==> src/rtl/exi_pkg.sv <==
package exi_pkg;

    localparam int GRP_LINES    = 8;
    localparam int FIELD_W      = 3;
    localparam int FIELD_STRIDE = 4;
    localparam int BANK_W       = 2;

    typedef enum logic [FIELD_W-1:0] {
        TRIG_LVL_LO = 3'd0,
        TRIG_LVL_HI = 3'd1,
        TRIG_FALL   = 3'd2,
        TRIG_RISE   = 3'd3,
        TRIG_BOTH   = 3'd4
    } trig_e;

    typedef enum logic [BANK_W-1:0] {
        BANK_TYPE = 2'd0,
        BANK_MASK = 2'd1,
        BANK_PEND = 2'd2,
        BANK_NONE = 2'd3
    } bank_e;

    typedef struct packed {
        logic now;
        logic prev;
    } samp_t;

    function automatic logic trig_hit(logic [FIELD_W-1:0] code, samp_t s);
        logic hit;
        case (code)
            TRIG_LVL_LO: hit = !s.now;
            TRIG_LVL_HI: hit = s.now;
            TRIG_FALL:   hit = s.prev && !s.now;
            TRIG_RISE:   hit = !s.prev && s.now;
            TRIG_BOTH:   hit = s.prev ^ s.now;
            default:     hit = 1'b0;
        endcase
        return hit;
    endfunction

endpackage

==> src/rtl/exi_sync.sv <==
module exi_sync #(
    parameter int WIDTH  = 32,
    parameter int STAGES = 2
) (
    input  logic             clk,
    input  logic             rst,
    input  logic [WIDTH-1:0] din,
    output logic [WIDTH-1:0] dout
);
    logic [WIDTH-1:0] stage_q [STAGES];

    generate
        for (genvar k = 0; k < STAGES; k++) begin : g_stage
            if (k == 0) begin : g_first
                always_ff @(posedge clk) begin
                    if (rst) stage_q[k] <= '0;
                    else     stage_q[k] <= din;
                end
            end else begin : g_next
                always_ff @(posedge clk) begin
                    if (rst) stage_q[k] <= '0;
                    else     stage_q[k] <= stage_q[k-1];
                end
            end
        end
    endgenerate

    assign dout = stage_q[STAGES-1];

    // the last stage carries the previous stage one cycle later
    p_sync_chain_r7: assert property (@(posedge clk) disable iff (rst)
        stage_q[STAGES-1] == $past(stage_q[STAGES-2]));

endmodule

==> src/rtl/exi_detect.sv <==
module exi_detect
    import exi_pkg::*;
#(
    parameter int NLINES = 32
) (
    input  logic                           clk,
    input  logic                           rst,
    input  logic [NLINES-1:0]              sync_in,
    input  logic [NLINES-1:0][FIELD_W-1:0] type_vec,
    output logic [NLINES-1:0]              set_vec
);
    logic [NLINES-1:0] prev_q;

    always_ff @(posedge clk) begin
        if (rst) prev_q <= '0;
        else     prev_q <= sync_in;
    end

    generate
        for (genvar i = 0; i < NLINES; i++) begin : g_line
            samp_t smp;
            assign smp.now  = sync_in[i];
            assign smp.prev = prev_q[i];
            assign set_vec[i] = trig_hit(type_vec[i], smp);

            // reserved trigger codes never request
            p_reserved_quiet_r5: assert property (@(posedge clk) disable iff (rst)
                (type_vec[i] > FIELD_W'(TRIG_BOTH)) |-> !set_vec[i]);
        end
    endgenerate

endmodule

==> src/rtl/exi_regfile.sv <==
module exi_regfile
    import exi_pkg::*;
#(
    parameter int NLINES = 32
) (
    input  logic                           clk,
    input  logic                           rst,
    input  logic                           wr_en,
    input  logic [BANK_W+$clog2(NLINES/GRP_LINES)-1:0] addr,
    input  logic [31:0]                    wdata,
    output logic [31:0]                    rdata,
    input  logic [NLINES-1:0]              set_vec,
    output logic [NLINES-1:0][FIELD_W-1:0] type_vec,
    output logic [NLINES-1:0]              mask_vec,
    output logic [NLINES-1:0]              pend_vec
);
    localparam int NGRP  = NLINES / GRP_LINES;
    localparam int GRP_W = $clog2(NGRP);
    localparam int ADR_W = BANK_W + GRP_W;

    bank_e            bank;
    logic [GRP_W-1:0] grp;

    assign bank = bank_e'(addr[ADR_W-1 -: BANK_W]);
    assign grp  = addr[GRP_W-1:0];

    logic [NLINES-1:0][FIELD_W-1:0] type_q;
    logic [NLINES-1:0]              mask_q;
    logic [NLINES-1:0]              pend_q;

    generate
        for (genvar i = 0; i < NLINES; i++) begin : g_line
            localparam int G = i / GRP_LINES;
            localparam int B = i % GRP_LINES;
            logic hit_grp;
            logic clr;

            assign hit_grp = wr_en && (grp == GRP_W'(G));
            assign clr     = hit_grp && (bank == BANK_PEND) && wdata[B];

            always_ff @(posedge clk) begin
                if (rst) begin
                    type_q[i] <= '0;
                    mask_q[i] <= 1'b1;
                    pend_q[i] <= 1'b0;
                end else begin
                    if (hit_grp && bank == BANK_TYPE)
                        type_q[i] <= wdata[FIELD_STRIDE*B +: FIELD_W];
                    if (hit_grp && bank == BANK_MASK)
                        mask_q[i] <= wdata[B];
                    pend_q[i] <= set_vec[i] | (pend_q[i] & ~clr);
                end
            end

            // a request is always recorded
            p_set_records_r3: assert property (@(posedge clk) disable iff (rst)
                set_vec[i] |=> pend_q[i]);
            // a clear without a competing request empties the flag
            p_clear_wins_r6: assert property (@(posedge clk) disable iff (rst)
                (clr && !set_vec[i]) |=> !pend_q[i]);
            // no clear, no loss
            p_pend_hold_r6: assert property (@(posedge clk) disable iff (rst)
                (pend_q[i] && !clr) |=> pend_q[i]);
        end
    endgenerate

    always_comb begin
        rdata = '0;
        for (int i = 0; i < NLINES; i++) begin
            if (grp == GRP_W'(i / GRP_LINES)) begin
                case (bank)
                    BANK_TYPE: rdata[FIELD_STRIDE*(i%GRP_LINES) +: FIELD_W] = type_q[i];
                    BANK_MASK: rdata[i%GRP_LINES] = mask_q[i];
                    BANK_PEND: rdata[i%GRP_LINES] = pend_q[i];
                    default:   ;
                endcase
            end
        end
    end

    assign type_vec = type_q;
    assign mask_vec = mask_q;
    assign pend_vec = pend_q;

endmodule

==> src/rtl/exi_irq_out.sv <==
module exi_irq_out #(
    parameter int NLINES  = 32,
    parameter int NDIRECT = 16
) (
    input  logic               clk,
    input  logic               rst,
    input  logic [NLINES-1:0]  pend_vec,
    input  logic [NLINES-1:0]  mask_vec,
    output logic [NDIRECT-1:0] irq_line,
    output logic               irq_shared
);
    localparam int NSHARED = NLINES - NDIRECT;

    logic [NLINES-1:0] live;
    assign live = pend_vec & ~mask_vec;

    generate
        for (genvar i = 0; i < NDIRECT; i++) begin : g_direct
            assign irq_line[i] = live[i];
            // a masked line stays silent
            p_masked_quiet_r8: assert property (@(posedge clk) disable iff (rst)
                mask_vec[i] |-> !irq_line[i]);
            // a dedicated output implies its line is pending
            p_direct_src_r9: assert property (@(posedge clk) disable iff (rst)
                irq_line[i] |-> pend_vec[i]);
        end
    endgenerate

    assign irq_shared = |live[NLINES-1:NDIRECT];

    // shared output needs a pending, unmasked line in the upper set
    p_shared_src_r10: assert property (@(posedge clk) disable iff (rst)
        irq_shared |-> ($countones(pend_vec[NLINES-1:NDIRECT] & ~mask_vec[NLINES-1:NDIRECT]) > 0));

    p_shared_width_r10: assert final (NSHARED > 0);

endmodule

==> src/rtl/ext_irq_ctrl.sv <==
module ext_irq_ctrl
    import exi_pkg::*;
#(
    parameter int NUM_LINES  = 32,
    parameter int NUM_DIRECT = 16,
    parameter int SYNC_DEPTH = 2,
    localparam int ADDR_W    = BANK_W + $clog2(NUM_LINES / GRP_LINES)
) (
    input  logic                  clk,
    input  logic                  rst,
    input  logic [NUM_LINES-1:0]  ext_in,
    input  logic                  bus_wr,
    input  logic [ADDR_W-1:0]     bus_addr,
    input  logic [31:0]           bus_wdata,
    output logic [31:0]           bus_rdata,
    output logic [NUM_DIRECT-1:0] irq_line,
    output logic                  irq_shared
);
    logic [NUM_LINES-1:0]              sync_vec;
    logic [NUM_LINES-1:0]              set_vec;
    logic [NUM_LINES-1:0][FIELD_W-1:0] type_vec;
    logic [NUM_LINES-1:0]              mask_vec;
    logic [NUM_LINES-1:0]              pend_vec;

    exi_sync #(.WIDTH(NUM_LINES), .STAGES(SYNC_DEPTH)) u_sync (
        .clk (clk), .rst (rst), .din (ext_in), .dout (sync_vec)
    );

    exi_detect #(.NLINES(NUM_LINES)) u_detect (
        .clk (clk), .rst (rst), .sync_in (sync_vec),
        .type_vec (type_vec), .set_vec (set_vec)
    );

    exi_regfile #(.NLINES(NUM_LINES)) u_regs (
        .clk (clk), .rst (rst), .wr_en (bus_wr), .addr (bus_addr),
        .wdata (bus_wdata), .rdata (bus_rdata), .set_vec (set_vec),
        .type_vec (type_vec), .mask_vec (mask_vec), .pend_vec (pend_vec)
    );

    exi_irq_out #(.NLINES(NUM_LINES), .NDIRECT(NUM_DIRECT)) u_out (
        .clk (clk), .rst (rst), .pend_vec (pend_vec), .mask_vec (mask_vec),
        .irq_line (irq_line), .irq_shared (irq_shared)
    );

    // nothing is pending in the first cycle after reset
    p_reset_clean_r1: assert property (@(posedge clk)
        $fell(rst) |-> (pend_vec == '0 && irq_line == '0 && !irq_shared));

endmodule

==> config.mk <==
export PLATFORM = sky130hd
export DESIGN_NAME = ext_irq_ctrl
export DESIGN_NICKNAME = d
export VERILOG_FILES = /design/src/rtl/exi_pkg.sv /design/src/rtl/exi_sync.sv /design/src/rtl/exi_detect.sv /design/src/rtl/exi_regfile.sv /design/src/rtl/exi_irq_out.sv /design/src/rtl/ext_irq_ctrl.sv
export SDC_FILE = /design/constraint.sdc
export NUM_CORES = 1
export LEC_CHECK = 0
export ABC_AREA = 0
export CAP_MARGIN = 25
export CORE_MARGIN = 10
export CORE_UTILIZATION = 60
export DETAILED_ROUTE_END_ITERATION = 6
export GPL_TIMING_DRIVEN = 0
export HOLD_SLACK_MARGIN = 0.06
export PLACE_DENSITY = 0.83
export SETUP_SLACK_MARGIN = 0.02
export SYNTH_ARGS = -nofsm -noshare
export SYNTH_HDL_FRONTEND = slang
export SYNTH_SLANG_ARGS = --single-unit
==> constraint.sdc <==
create_clock -name clk -period 2.6 [get_ports clk]
set_clock_uncertainty 0.2 [all_clocks]
set_input_delay 0.26 -clock clk [delete_from_list [all_inputs] [get_ports clk]]
set_output_delay 0.26 -clock clk [all_outputs]
set_load 0.02 [all_outputs]
# After elaboration in Yosys (flattened, before gate mapping)
# Memories as Yosys holds them, arrays and structs flattened.
# Index checks and enable logic that the tools add are counted.
# totals
ram_bits,64
register_bits,192
input_bits,71
memories,1
wordCells,735
# mem_list
name,depth,word_bits,read_ports,rd_clocked_by_memory_dff,wr,line_no,text
u_sync.stage_q,2,32,2,0,2,exi_sync.sv:10,logic [WIDTH-1:0] stage_q [STAGES];
# op_classes
eq_ne,133
mux,161
n_bitwise,132
n_reduce_logical,211
# ops
op,n
$eq A3 B2 Y1 const B,64
$mux W3,60
$pmux W1 S5,32
$logic_and A1 B1 Y1,112
$eq A3 B1 Y1 const B,32
$eq A3 B3 Y1 const B,32
$logic_not A3 Y1,32
$logic_not A1 Y1,64
$mux W32,2
$pmux W1 S2,28
$or A1 B1 Y1,34
$and A1 B1 Y1,32
$and A32 B32 Y32,1
$not A1 Y1,32
$not A32 Y32,1
$xor A1 B1 Y1,32
$mux W1,31
$reduce_or A16 Y1,1
$pmux W1 S3,4
$mux W2,4
$eq A2 B2 Y1 const B,3
$eq A2 B1 Y1 const B,2
$logic_not A2 Y1,2

# Depth between registers and ports, before layout
# Gate-level depths: netlist (run 1).
# depth
ltp_word,17
ltp_mapped,9
mapped_depth_nobuf,6

# Hierarchy
# A second synthesis (run 1) with hierarchy kept.
# unflattened
hier_cells,1435
area_unflattened_um2,13006.2
# by_module_without_submodules
mod,cells_per_inst,instances,area_per_inst_um2,seq_area_each_um2
exi_regfile,876,1,7514.7,3203.1
exi_detect,387,1,3294.4,640.6
exi_sync,135,1,1918.1,1281.2
exi_irq_out,37,1,279.0,0.0

# Worst setup path before layout (run 1)
# OpenSTA, ideal clock, no wires.
# synth_path
path_kind,in2out
startpoint,input port bus_addr[2]
endpoint,output port bus_rdata[2]
path_buffers,2
arrival_time_ns,1.824
path_slack_ns,0.316
stages,8
path_cell_list,inv_1 > ha_1 > buf_2 > clkbuf_1 > a21oi_1 > o22ai_1 > a211oi_1 > o32ai_1
# synth_via
elab_chain_cells,17
# synth_rtl
element,line_no,text
from (decl),ext_irq_ctrl.sv:13,"input logic [ADDR_W-1:0] bus_addr,"
$logic_not A2 Y1,exi_regfile.sv:71,case (bank)
$mux W2,exi_regfile.sv:71,
$mux W3,exi_regfile.sv:70,if (grp == GRP_W'(i / GRP_LINES)) begin
$pmux W1 S2,exi_regfile.sv:71,
$mux W1,exi_regfile.sv:70,
$mux W2,exi_regfile.sv:71,
$mux W3,exi_regfile.sv:70,
$pmux W1 S2,exi_regfile.sv:71,
$mux W1,exi_regfile.sv:70,
$mux W2,exi_regfile.sv:71,
$mux W3,exi_regfile.sv:70,
$pmux W1 S2,exi_regfile.sv:71,
$mux W1,exi_regfile.sv:70,
$mux W2,exi_regfile.sv:71,
$mux W3,exi_regfile.sv:70,
$pmux W1 S2,exi_regfile.sv:71,
$mux W1 (*),exi_regfile.sv:70,
to (decl),ext_irq_ctrl.sv:15,"output logic [31:0] bus_rdata,"
# Every way passes the cells marked *; elsewhere a longest branch is shown, timed or not.

# Final worst setup path (run 1)
# layout_path
startpoint,register u_regs.pend_q[7] (netlist: u_regs.pend_vec[7])
endpoint,output port bus_rdata[7]
# layout_via
elab_chain_cells,8
# layout_rtl
element,line_no,text
from (decl),exi_regfile.sv:29,logic [NLINES-1:0] pend_q;
"from (signal, indexed assignment)",exi_regfile.sv:51,pend_q[i] <= set_vec[i] | (pend_q[i] & ~clr);
$pmux W1 S2 (*),exi_regfile.sv:71,
$mux W1 (*),exi_regfile.sv:70,
$pmux W1 S2,exi_regfile.sv:71,
$mux W1 (*),exi_regfile.sv:70,
$pmux W1 S2,exi_regfile.sv:71,
$mux W1 (*),exi_regfile.sv:70,
$pmux W1 S2,exi_regfile.sv:71,
$mux W1 (*),exi_regfile.sv:70,
# Marks and branches as above.

==> run summary, run 1 <==
The run finished with clean final reports. At the later pin of the worst-skew pair, clock insertion delay measures 0.54 ns. By instance count, the leading cell after synthesis is sky130_fd_sc_hd__dfxtp_1.

The worst min-delay path category is in2reg. The largest stage delay on the critical path came out at 0.39 ns. Sequential cells account for 46.2% of the total power.

Entering global routing, the biggest net connects 14 pins. Port buffering added 102 buffers. For this run, design rule violations remaining after detail routing come to 0. The clock sink count came out at 256. By count the netlist is led by sky130_fd_sc_hd__dfxtp_1 (256), sky130_fd_sc_hd__nand2_1 (221), sky130_fd_sc_hd__a21oi_1 (172). The critical path goes through mux2_2 -> a221o_1 -> and3_1 -> dlygate4sd2_1. The total leakage power is 5.79 nW. The initial utilization of the core area, before any placement, comes to 61.1%.

The family with the most delay on the worst path is flip-flops. The number of vias per cell came out at 6.22. The layout cell share with drive strength beyond 1 came out at 10.8%. The number of pins with negative max-slew slack in the final report is 0.

The first-pass GRT wire length came out at 64600 um. The cell with the largest stage delay on the worst path is sky130_fd_sc_hd__dfxtp_1. The count of placed standard cells including taps is 1803. Measured along the y axis, the die boundary spans 164 um. The relative max-transition margin came out at 24.0%. In this run the worst path has a maximum fanout of 3. The final route contains 11551 vias. The clock network burns 42.8% of the power. The total half-perimeter wirelength after legalization and detailed placement is 31700 um. The number of antenna violations at the first check in global routing came out at 1. The category of the critical setup timing path is reg2out. The count of buffer and inverter cells on the critical path is 1.

After synthesis, the cell types taking the most area are sky130_fd_sc_hd__dfxtp_1 (41%), sky130_fd_sc_hd__ha_1 (7.0%), sky130_fd_sc_hd__a21oi_1 (7.0%). The area added between synthesis and finish came out at 20.2%. The xor and xnor fraction of the mapped netlist area is 0%.

The simple logic cell fraction of the synthesized area is 20.9%. The area share of the largest cell type after synthesis came out at 41.5%. The minimum clock period came out at 2.56 ns. STA puts the critical path data arrival time at 2.10 ns.

STA classifies the critical path endpoint as an output pin. Dividing the final minimum period by the clock period gives 98.4%. The share of total power dissipated in combinational logic is 10.9%.

The net switching power came out at 0.00234 W. The number of synthesized flops with an enable pin is 0. The first TritonRoute pass finished after 6 iterations. The average instance area after synthesis came out at 8.66 sq um.

Setup repair after global routing left no endpoint under its margin. The root buffer cell chosen for the clock tree is sky130_fd_sc_hd__clkbuf_16. The number of buffers on the longest clock path came out at 3.

After detailed routing, the average wire length per cell comes to 23.4 um. The TritonCTS buffer count is 27. The antenna diode count came out at 0. The final layout net count came out at 1707. The post-layout worst setup margin came out at 0.0421 ns. The share of cell area taken by muxes after synthesis came out at 5.00%. Measured along the x axis, the die boundary spans 164 um. Global routing used 31.4% of the available tracks. Synthesis handed over a netlist of 1426 instances. TritonCTS built the clock tree. The final global-route overflow total is 0. The filler cell count in the final layout came out at 1548. Once layout is complete, the cells apart from fillers number 1857. The area of the core region came out at 20200 sq um. The number of max-capacitance violations reported came out at 0. The number of core rows came out at 52. STA classifies the critical path startpoint as a flop. The worst endpoint required time came out at 2.14 ns. The flip-flop and latch count after synthesis is 256. The remaining antenna violation count is 0.

Yosys mapped the design onto 58 distinct sky130hd cell types. The final number of hold-violating endpoints was 0. The highest ir drop seen on vdd came out at 0.000594 V. The area enclosed by the die boundary came out at 26700 sq um. The async set-or-reset flop fraction in the synthesized netlist came out at 0%. The total power density per cell area is 609 nW/um^2. Summing the areas of all compound-gate instances in the mapped netlist gives 18.8% of the synthesized area. The clock-pin slew on the worst setup and hold paths came out at 0.06 ns. The highest attainable clock frequency came out at 391 MHz. The number of H-tree levels is 1. The transition time at the pin with the least slew margin is 1.14 ns. The routed design has 43500 um of wire. The last weighted congestion value of the routability-driven placer came out at 0.974.

The total setup violations reported at the end of the flow came out at 0. The number of warnings printed during yosys synthesis is 0. In the synthesized netlist the dominant register cell turns out to be sky130_fd_sc_hd__dfxtp_1. The internal power summed over all cells is 0.00670 W. The via count of the first global-routing pass is 10963.

After synthesis, the largest family of logic cells by area is simple AND/OR/NAND/NOR gates. Summing the areas of all fa, ha and maj instances in the mapped netlist gives 6.99% of the synthesized area. Net switching is 25.9% of the power. The initial detailed-routing violation count is 1180. The post-synthesis cell area came out at 12400 sq um. The number of top-level pins came out at 120. The pre-CTS setup slack came out at -0.901 ns. The minimum setup slack among reg-to-reg paths came out at 0.86 ns. Sequential elements use 41.5% of the synthesized area. The library cell occupying the most area in the post-synthesis netlist is sky130_fd_sc_hd__dfxtp_1.
[registers in the layout, summed over array words and instances (netlist names)]
name / flops
u_regs.type_vec: 96
u_regs.mask_vec: 32
u_regs.pend_vec: 32
u_detect.prev_q: 32
u_sync.stage_q: 64
[final cells by class]
type,count,area (sq um),area share (%)
clock buffers,37,763,5.14
clock inverters,12,114,0.767
repair buffers,107,1030,6.95
inverters,93,349,2.35
plain buffers,94,556,3.74
well taps,270,338,2.27
multi-input cells,988,6580,44.3
flip-flops and latches,256,5120,34.5
[cells by family after synthesis]
group | Yosys count
compound gates | 361
other cells | 1
flops | 256
mux | 47
buf+inv | 187
simple gates | 505
fa+ha+maj | 69
[timing repair]
item | CTS | global route
resized for setup | 118 | 24
hold buffers | 5 | 0
pin swaps | 3 | 1
endpoints found under the setup margin | 26 | 20
setup buffers | 0 | 0
endpoints found under the hold margin | 30 | 0
[power groups by stage]
| stage | Clock, W | Sequential, W | Combinational [W] |
|---|---|---|---|
| after floorplan | 0 | 0.00420 | 0.000554 |
| after global placement | 0 | 0.00425 | 0.000902 |
| after detailed placement | 0 | 0.00425 | 0.000919 |
| after CTS | 0.00387 | 0.00417 | 0.000955 |
| after global routing | 0.00402 | 0.00419 | 0.00106 |
| final | 0.00387 | 0.00418 | 0.000989 |
[layer usage]
| layer | share of wire, % | wire (um) | track usage [%] |
|---|---|---|---|
| met5 | 0 | 0 | 0 |
| met4 | 6.3 | 2760 | 17.7 |
| met3 | 11 | 4880 | 7.75 |
| met2 | 45 | 19400 | 49.1 |
| met1 | 38 | 16500 | 38.9 |
[cell usage in the layout (no fill, tap or decap), types with 7 or more instances in the layout]
cell type,Yosys,final
sky130_fd_sc_hd__ha_1,69,67
sky130_fd_sc_hd__clkbuf_16,0,27
sky130_fd_sc_hd__clkbuf_8,0,7
sky130_fd_sc_hd__inv_1,93,92
sky130_fd_sc_hd__a22oi_1,16,12
sky130_fd_sc_hd__and3_1,9,9
sky130_fd_sc_hd__a211oi_1,27,27
sky130_fd_sc_hd__buf_2,29,26
sky130_fd_sc_hd__a211o_1,64,64
sky130_fd_sc_hd__a21o_1,9,9
sky130_fd_sc_hd__nor4b_1,32,32
sky130_fd_sc_hd__o21ai_0,15,13
sky130_fd_sc_hd__dfxtp_1,256,256
sky130_fd_sc_hd__clkbuf_1,43,40
sky130_fd_sc_hd__mux4_2,10,10
sky130_fd_sc_hd__clkinv_2,0,9
sky130_fd_sc_hd__mux2i_1,34,34
sky130_fd_sc_hd__nand2_1,221,220
sky130_fd_sc_hd__buf_4,14,21
sky130_fd_sc_hd__o22ai_1,19,11
sky130_fd_sc_hd__dlygate4sd2_1,0,12
sky130_fd_sc_hd__clkdlybuf4s15_2,0,7
sky130_fd_sc_hd__a21oi_1,172,172
sky130_fd_sc_hd__nor2b_1,113,113
sky130_fd_sc_hd__and2_1,20,20
sky130_fd_sc_hd__nor2_1,84,83
sky130_fd_sc_hd__a221oi_1,10,9
sky130_fd_sc_hd__clkdlybuf4s50_1,0,72
[through the flow]
| stage | setup TNS (ns) | power [W] | hold WS [ns] | area, sq um | utilization [%] |
|---|---|---|---|---|---|
| 3_3_place_gp | -24.18 | 0.00515 | 0.216 | 13700 | 67.9 |
| 3_5_place_dp | -25.10 | 0.00517 | 0.223 | 13700 | 67.9 |
| 6_report | 0 | 0.00904 | 0.0703 | 14900 | 73.4 |
| 5_1_grt | 0 | 0.00926 | 0.0750 | 14900 | 73.4 |
| 4_1_cts | 0 | 0.00899 | 0.0615 | 14800 | 73.1 |
| 2_1_floorplan | 0 | 0.00475 | 0.188 | 12400 | - |
[final timing paths]
check / from / end / depth (start not counted)
min: ext_in[2] / u_sync.stage_q[0][2] / 2
max reg2reg: u_sync.stage_q[1][31] / u_regs.pend_vec[31] / 5
min reg2reg: u_sync.stage_q[0][1] / u_sync.stage_q[1][1] / 1
max: u_regs.pend_vec[7] / bus_rdata[7] / 4
No activity file was read; power rests on OpenSTA's default activity.
==> inputs of run 2 (changes only) <==
--- a/config.mk
+++ b/config.mk
@@ -12,7 +12,7 @@
 export DETAILED_ROUTE_END_ITERATION = 6
 export GPL_TIMING_DRIVEN = 0
 export HOLD_SLACK_MARGIN = 0.06
-export PLACE_DENSITY = 0.83
+export PLACE_DENSITY_LB_ADDON = 0.25
 export SETUP_SLACK_MARGIN = 0.02
 export SYNTH_ARGS = -nofsm -noshare
 export SYNTH_HDL_FRONTEND = slang
==> run 2 against run 1 <==
Register-to-register slack better by 0.07 ns; clock power up 5.4%; sequential share of layout area down 0.13 points; via count shrank 1.1%; wire length decreased by 2.4%; hold slack worse by 0.015 ns; combinational power hardly changed; maximum frequency down 0.18%; cell count hardly changed; critical path depth increased by 3; largest cell class unchanged.
==> run summary, run 2 (synthesis results as in run 1) <==
The transition time at the pin with the least slew margin came out at 0.986 ns. The met2 track utilization from global routing is 49.0%. Global routing used 30.9% of the available tracks. The count of cells along the worst hold path came out at 2. The worst min-delay path category is in2reg. The hold path startpoint is rst.

The number of antenna violations at the first check in global routing came out at 0. The critical register-to-register path startpoint is u_sync.stage_q[1][31]. Cell internal power was estimated by the tool at 0.00692 W. STA classifies the critical path endpoint as an output pin. The flip-flop count of the largest register after layout came out at 96. Headroom to the max-slew limit came out at 34.3%. The die covers 26700 sq um. For this design, the slowest cell found on the critical path is sky130_fd_sc_hd__mux4_2. The clock reaches the later pin of the worst-skew pair after 0.54 ns.

The busiest metal layer after global routing is met2. The number of standard cells in the final layout excluding fillers came out at 1856. The number of core rows is 52.

The number of H-tree levels came out at 1. The DRC violations left came out at 0. STA classifies the critical path startpoint as a primary input. The number of clock buffers added by TritonCTS is 27. Grouping stages by cell kind, the critical path spends the most delay in buffers and inverters. The number of top-level pins is 120. Combinational logic is responsible for 10.7% of the overall power. The total leakage power came out at 5.81 nW. The starting density of the core is 61.1%. The switching power share of the total is 25.1%. The library cell used most frequently in the layout, excluding fill and tap cells, is sky130_fd_sc_hd__dfxtp_1. The worst path arrival time is 2.10 ns. The antenna diode count is 0.

The final number of hold-violating endpoints is 0. The first-pass GRT wire length is 63900 um. The run finished with clean final reports. Once detailed placement completed, the half-perimeter wirelength came to 31400 um. The worst hold path terminates at u_sync.stage_q[1][1]. The highest attainable clock frequency came out at 390 MHz. For the finished layout, the period the worst path requires is 2.56 ns.

The detail route stage leaves a number of antenna-violating nets equal to 0. The area added between synthesis and finish came out at 20.6%. Summing all non-filler instances in the final layout gives an area of 14900 sq um. The pre-CTS setup slack came out at -0.880 ns. Of the total power, registers draw 45.2%. Setup repair after global routing left no endpoint under its margin. The placed instance area is 13700 sq um. The last weighted congestion value of the routability-driven placer is 0.992. The clock root buffer master is sky130_fd_sc_hd__clkbuf_16. The final routed wirelength across all metal layers came out at 42400 um. The area of the core region came out at 20200 sq um. The minimum setup slack among reg-to-reg paths came out at 0.93 ns. The die span in x is 164 um. The number of buffers and inverters on the critical path is 5.

The via total after detailed routing is 11427. The count of buffers from port buffering came out at 102. The number of detailed-route iterations in the first pass came out at 5. The critical path is of the in2out type. The final global-route overflow total came out at 0. The biggest fanout along the worst timing path is 10. The count of placed standard cells including taps is 1803. The worst endpoint required time is 2.14 ns. The layout cell share with drive strength beyond 1 is 10.9%. For this design the total switching power over the nets is 0.00232 W. After detailed routing, the number of vias per cell comes to 6.16. Clock-pin slew was measured on the worst setup and hold paths at 0.06 ns.

The largest net degree at the start of global routing is 15. Leaving out fill and tap cells, the most frequent cells in the layout are sky130_fd_sc_hd__dfxtp_1 (256), sky130_fd_sc_hd__nand2_1 (221), sky130_fd_sc_hd__a21oi_1 (172). The total setup violations reported at the end of the flow came out at 0. The number of pins with negative max-slew slack in the final report is 0. The highest ir drop seen on vdd is 0.000628 V. The number of max-capacitance violations reported came out at 0. The clock passes through at most 3 buffers. The total power density per cell area is 620 nW/um^2.

The post-layout worst setup margin is 0.0376 ns. Measured in cells, the most critical reg-to-reg path has a length of 5. TritonCTS built the clock tree. The met3 global-route usage is 5.64%.

For this run, global-route usage on met1 was measured as 39.1%. The via count of the first global-routing pass came out at 11197. The total negative slack is 0 ns. The final layout net count came out at 1707.

The end of the worst register-to-register path is u_regs.pend_vec[31]. The largest stage delay on the critical path is 0.38 ns. Walking the worst path, the cells encountered are clkdlybuf4s15_2 -> buf_6 -> buf_12 -> buf_4 -> mux4_2 -> and2_1 -> dlygate4sd2_1. The initial detailed-routing violation count came out at 1235. The share of total power dissipated in the clock network is 44.1%. In the finished design, the share of the clock period the worst path needs comes to 98.6%. In the final routed layout, each cell accounts on average for 22.9 um. The filler cell count in the final layout came out at 1545.

The worst-case hold slack is 0.0551 ns. The die boundary height came out at 164 um. The clock sink count came out at 256.
==> run 2: worst max-delay path by stage <==
stage | from | to | slack (ns) | cells past startpoint
finish | bus_addr[1] | bus_rdata[28] | 0.04 | 7
global placement | bus_addr[2] | bus_rdata[4] | -0.90 | 10
detailed placement | bus_addr[2] | bus_rdata[4] | -0.88 | 10
floorplan | bus_addr[2] | bus_rdata[2] | 0.32 | 8
CTS | bus_addr[3] | bus_rdata[0] | 0.03 | 8
global route | bus_addr[1] | bus_rdata[28] | 0.02 | 7
==> run 2: through the flow <==
| stage | utilization [%] | power (W) |
|---|---|---|
| after global placement | 67.9 | 0.00515 |
| after global routing | 73.7 | 0.00949 |
| after detailed placement | 67.9 | 0.00517 |
| final | 73.7 | 0.00924 |
| after CTS | 73.6 | 0.00921 |
| after floorplan | - | 0.00475 |
==> run 2: area by class of cell <==
class	count	area [sq um]	share of cell area [%]
multi-input cells	988	6570	44.1
well taps	270	338	2.27
repair buffers	107	1020	6.87
flip-flops and latches	256	5120	34.4
clock buffers	35	766	5.14
clock inverters	13	178	1.19
inverters	93	349	2.34
plain buffers	94	558	3.74
==> run 2: metal layers <==
metal / share of wire [%] / vias to the layer above / wire length [um]
met5: 0 / - / 0
met4: 6.5 / 0 / 2770
met3: 12 / 158 / 4880
met2: 44 / 740 / 18800
met1: 38 / 5347 / 16000
li1: - / 5182 / -
==> run 2: power groups by stage <==
stage	clock network, W	registers, W	logic [W]
2_1_floorplan	0	0.00420	0.000554
3_3_place_gp	0	0.00425	0.000905
3_5_place_dp	0	0.00426	0.000918
4_1_cts	0.00408	0.00417	0.000957
5_1_grt	0.00425	0.00419	0.00105
6_report	0.00408	0.00418	0.000986
==> run 2: what timing repair did <==
item	4_1_cts	5_1_grt
hold buffers	5	0
setup buffers	0	0
gates resized for setup	118	14
pin swaps	2	0
hold endpoints to repair	30	0
setup endpoints to repair	27	24
